`src/rtl/memwin_decode.sv`:
```
module memwin_decode #(
  parameter int WR_DELAY = 25
) (
  input  logic        clk,
  input  logic        rst_n,
  input  logic [19:0] sys_addr,
  input  logic        dma_active,
  input  logic        mem_rd_n,
  input  logic        mem_wr_n,
  input  logic [7:0]  base_sel,
  output logic        bp_en_n,
  output logic        tmr_cs_n,
  output logic [3:0]  sup_rd_n,
  output logic [3:0]  sup_wr_n,
  output logic        bp_sel_n,
  output logic        buf_oe_n,
  output logic        buf_dir
);
  localparam int CW = $clog2(WR_DELAY + 1);
  localparam logic [CW-1:0] DLY = CW'(WR_DELAY);

  logic rd_act, wr_act, acc, hit;
  logic in_bp, in_tmr, in_sup;
  logic bp_wr, wr_ready;
  logic [CW-1:0] wcnt;

  assign rd_act = ~mem_rd_n;
  assign wr_act = ~mem_wr_n & mem_rd_n;
  assign acc    = rd_act | wr_act;

  assign hit = ~dma_active & (sys_addr[19:12] == base_sel) & (&sys_addr[11:7]) & acc;

  assign in_bp  = hit & (sys_addr[6:5] == 2'b00);
  assign in_tmr = hit & (sys_addr[6:5] == 2'b10);
  assign in_sup = hit & (sys_addr[6:5] == 2'b11);

  assign bp_en_n  = ~in_bp;
  assign tmr_cs_n = ~in_tmr;

  for (genvar i = 0; i < 4; i++) begin : g_sup
    assign sup_rd_n[i] = ~(in_sup & rd_act & (sys_addr[1:0] == 2'(i)));
    assign sup_wr_n[i] = ~(in_sup & wr_act & (sys_addr[1:0] == 2'(i)));
  end

  assign bp_wr = in_bp & wr_act;

  always_ff @(posedge clk or negedge rst_n) begin
    if (!rst_n)
      wcnt <= '0;
    else if (!bp_wr)
      wcnt <= '0;
    else if (wcnt != DLY)
      wcnt <= wcnt + 1'b1;
  end

  assign wr_ready = (wcnt == DLY);
  assign bp_sel_n = ~((in_bp & rd_act) | (bp_wr & wr_ready));

  assign buf_oe_n = ~(in_bp | in_tmr | in_sup);
  assign buf_dir  = rd_act;
endmodule


```
`config.mk`:
```
export PLATFORM = sky130hd
export DESIGN_NAME = memwin_decode
export DESIGN_NICKNAME = d
export VERILOG_FILES = /design/src/rtl/memwin_decode.sv
export SDC_FILE = /design/constraint.sdc
export NUM_CORES = 1
export LEC_CHECK = 0
export BUFFER_PORTS_ARGS = -buffer_cell sky130_fd_sc_hd__buf_2
export CELL_PAD_IN_SITES_DETAIL_PLACEMENT = 1
export CELL_PAD_IN_SITES_GLOBAL_PLACEMENT = 1
export CORE_ASPECT_RATIO = 1.25
export CORE_MARGIN = 3
export CORE_UTILIZATION = 28
export CTS_CLUSTER_SIZE = 12
export DETAILED_ROUTE_END_ITERATION = 10
export MAX_ROUTING_LAYER = met4
export PLACE_DENSITY_LB_ADDON = 0.08
export SYNTH_ARGS = -nofsm -noshare
export SYNTH_HDL_FRONTEND = slang
export SYNTH_SLANG_ARGS = --single-unit
```
`constraint.sdc`:
```
create_clock -name clk -period 1.65 [get_ports clk]
set_input_delay 0.165 -clock clk [delete_from_list [all_inputs] [get_ports clk]]
set_output_delay 0.165 -clock clk [all_outputs]
set_load 0.02 [all_outputs]
```
==> flow_metrics.tcl <==
set metrics [dict create \
    die_area_um2 2997 \
    grt_max_degree 18 \
    synthSimpleGateAreaFrac_pct 50.66 \
    antenna_found_initial 0 \
    report.final.slew_viol_count 0 \
    synth_area_um2 664.4 \
    timing_worst_slew_pin_value_ps 251.8 \
    yosysSeqAreaShare_pct 18.83 \
    synth_mux_area_share_pct 1.695 \
    cts-htree-levels 1 \
    finalInstanceArea_um2 973.4 \
    clk_pin_slew_ps 40 \
    cts.sinks 5 \
    status "completed" \
    synth_edf_count 0 \
    grt-ovfl-total 0 \
    synth_top_family_by_area "simple AND/OR/NAND/NOR gates" \
    endpoint_kind "flip-flop" \
    synthToLayoutAreaGrowth_pct 46.52 \
    leakage_nw 0.4153 \
    io_buffers 42 \
    cp.arrival_ps 1710 \
    grt_use_total_pct 13.10 \
    synthXorXnorAreaFrac_pct 15.82 \
    drtAntennaViolNets 0 \
    cp.required_ps 1820 \
    cts_tree "yes" \
    dp.cells 144 \
    pre_cts_slack_ps 132.2 \
    die_y_um 60.46 \
    cp_max_fo 4 \
    place_area_um2 915.9 \
    slew_headroom_pct 82.98 \
    drcViolationCount 0 \
    p_per_area_nw_per_um2 387.4 \
    final_cells 151 \
    setup_viol 0 \
    start_util_pct 29.73 \
    ys_ff_latch 5 \
    die_w_um 49.57 \
    path_buf_inv 1 \
    cp_slowest_stage_delay_ps 410 \
    wl_per_cell_um 11.89 \
    hold_viol 0 \
    max_freq_ghz 0.6496 \
    synth_area_per_cell_um2 9.228 \
    cp-start-kind "flip-flop" \
    drive_gt1_share_pct 50.83 \
    synth_compound_area_share_pct 2.072 \
    finalSetupTns_ps 0 \
    yosys.cell_types.count 27 \
    multiInputGateArea_um2 491.7 \
    grt_setup_unrepaired "false" \
    nets 156 \
    drt_iter0_drc 3 \
    synthFlopType "dfrtp_1" \
    worst_slack_ps 110.5 \
    synth-adder-area-share_pct 3.766 \
    fin_worst_skew_ps 0.4185 \
    cts_root_buf "clkbuf_4" \
    syn_nets 107 \
    post-route-period-util_pct 93.30 \
    drt-total-wl_um 1796 \
    drtPass1Iterations 2 \
    syn_inst 72 \
    vias_per_cell 5.007 \
    path_class "flip-flop to flip-flop" \
    io_pins 46 \
    slowest_stage "dfrtp_1" \
    first_global_vias 709 \
    core-area_um2 2235 \
    hp-class "input pin to async pin" \
    cts_max_path_buffers 2 \
    cts_buffers 3 \
    fillers 290 \
    grt_first_pass_wirelength_um 3015 \
    async_flop_share_pct 100.0 \
    row_count 19 \
    dp_hpwl_um 1537 \
    gp_congestion 0.7679 \
    clk_latency_ps 230 \
    critPathTopFamily "flip-flops" \
    largest_register_ffs 5 \
    top_register "wcnt" \
    cp_cell_sequence "ha_1 -> nand4b_1 -> buf_4 -> mux2_2 -> and4bb_2" \
    cap_violations 0 \
    antenna_cells 0 \
    vias 756 \
    yosysWarnings 0 \
    irDropWorstVdd_mv 0.3077 \
    regArea_um2 125.1 \
    min_period_ps 1539 \
    reg_top3 "wcnt: 5 flops" \
]
cell usage after synthesis (2+ instances only):
cell type	instances	area (um2)
nand4b_1	2	17.52
nand3_1	2	10.01
xor2_1	11	96.34
ha_1	2	25.02
nor4_1	4	25.02
nand2b_1	2	12.51
nor4b_1	3	26.28
dfrtp_1	5	125.1
inv_1	4	15.01
nand4_1	11	68.82
nor4_4	2	42.54
buf_6	2	22.52
buf_2	2	10.01
nand2_1	3	11.26
and4bb_2	4	50.05
nor3_1	2	10.01
metal layers:
layer  part of all wire (%)  up-vias  track usage [%]
met1                     35      358            12.91
met2                     60       18            25.71
met4                    1.6        0            5.929
met5                      0        -                -
li1                       -      376                -
met3                    2.9        4            1.474
report_power, final:
part | internal, W | total, W | switching, W
registers | 0.000123 | 0.000123 | 0.000000000234
logic | 0.0000548 | 0.000120 | 0.0000648
clock network | 0.0000910 | 0.000134 | 0.0000433
total | 0.000269 | 0.000377 | 0.000108
worst paths after layout:
| path | startpoint | end | slack [ps] | cells past startpoint |
|---|---|---|---|---|
| worst min register to register | wcnt[4] | wcnt[4] | 750 | 2 |
| max in group asynchronous | rst_n | wcnt[0] | 1260 | 2 |
| min in group clk | sys_addr[11] | wcnt[2] | 410 | 4 |
| worst max register to register | wcnt[0] | wcnt[1] | 110 | 5 |
| worst max-delay path | wcnt[0] | wcnt[1] | 110 | 5 |
| worst min-delay path | rst_n | wcnt[3] | 260 | 2 |
placed cells by master, fill, tap and decap left out, types with 3 or more instances in the layout:
cell type,instances
nand4_1,11
nor4_1,4
and4bb_2,4
nand2_1,3
dfrtp_1,5
xor2_1,11
buf_4,4
buf_2,41
nor4b_1,3
inv_1,3
clkbuf_4,3
final cells by class:
cell class / count / area share (%)
Multi-Input combinational cell: 59 / 50.51
Sequential cell: 5 / 12.85
Clock buffer: 4 / 2.699
Inverter: 4 / 1.542
Tap cell: 31 / 3.985
Timing Repair Buffer: 48 / 28.41
worst reg2reg max path, delay by kind of cell, from the launching register on:
family / cells / cell delay, ps
and+or+nand+nor: 2 / 400
DFF: 1 / 410
buffers and inverters: 1 / 140
muxes: 1 / 320
adders and majority gates: 1 / 220
through the flow:
stage	hold WS, ps	util [%]	total power, W
after floorplan	-130.6	-	0.0001872
after global placement	-20.79	40.99	0.0002416
after detailed placement	-19.49	40.99	0.0002442
after CTS	262.0	42.95	0.0003843
after global routing	257.2	43.56	0.0004121
final	263.8	43.56	0.0003771
logic make-up (layout without fill, tap and decap cells):
family                     count (synthesis)  count (layout)
buffers and inverters                      8              56
xor gates and xnor gates                  12              12
and+or+nand+nor                           42              42
AOI/OAI and AO/OA                          2               2
DFF                                        5               5
muxes                                      1               1
adders and majority gates                  2               2
timing repair:
item                       CTS  global route
gates resized for setup      1             3
pin swaps                    0             2
hold endpoints to repair     5             0
cloned                       0             0
hold buffers                 1             0
buffers inserted             1             1
setup endpoints to repair    1             1
No activity file was read; power rests on OpenSTA's default activity.
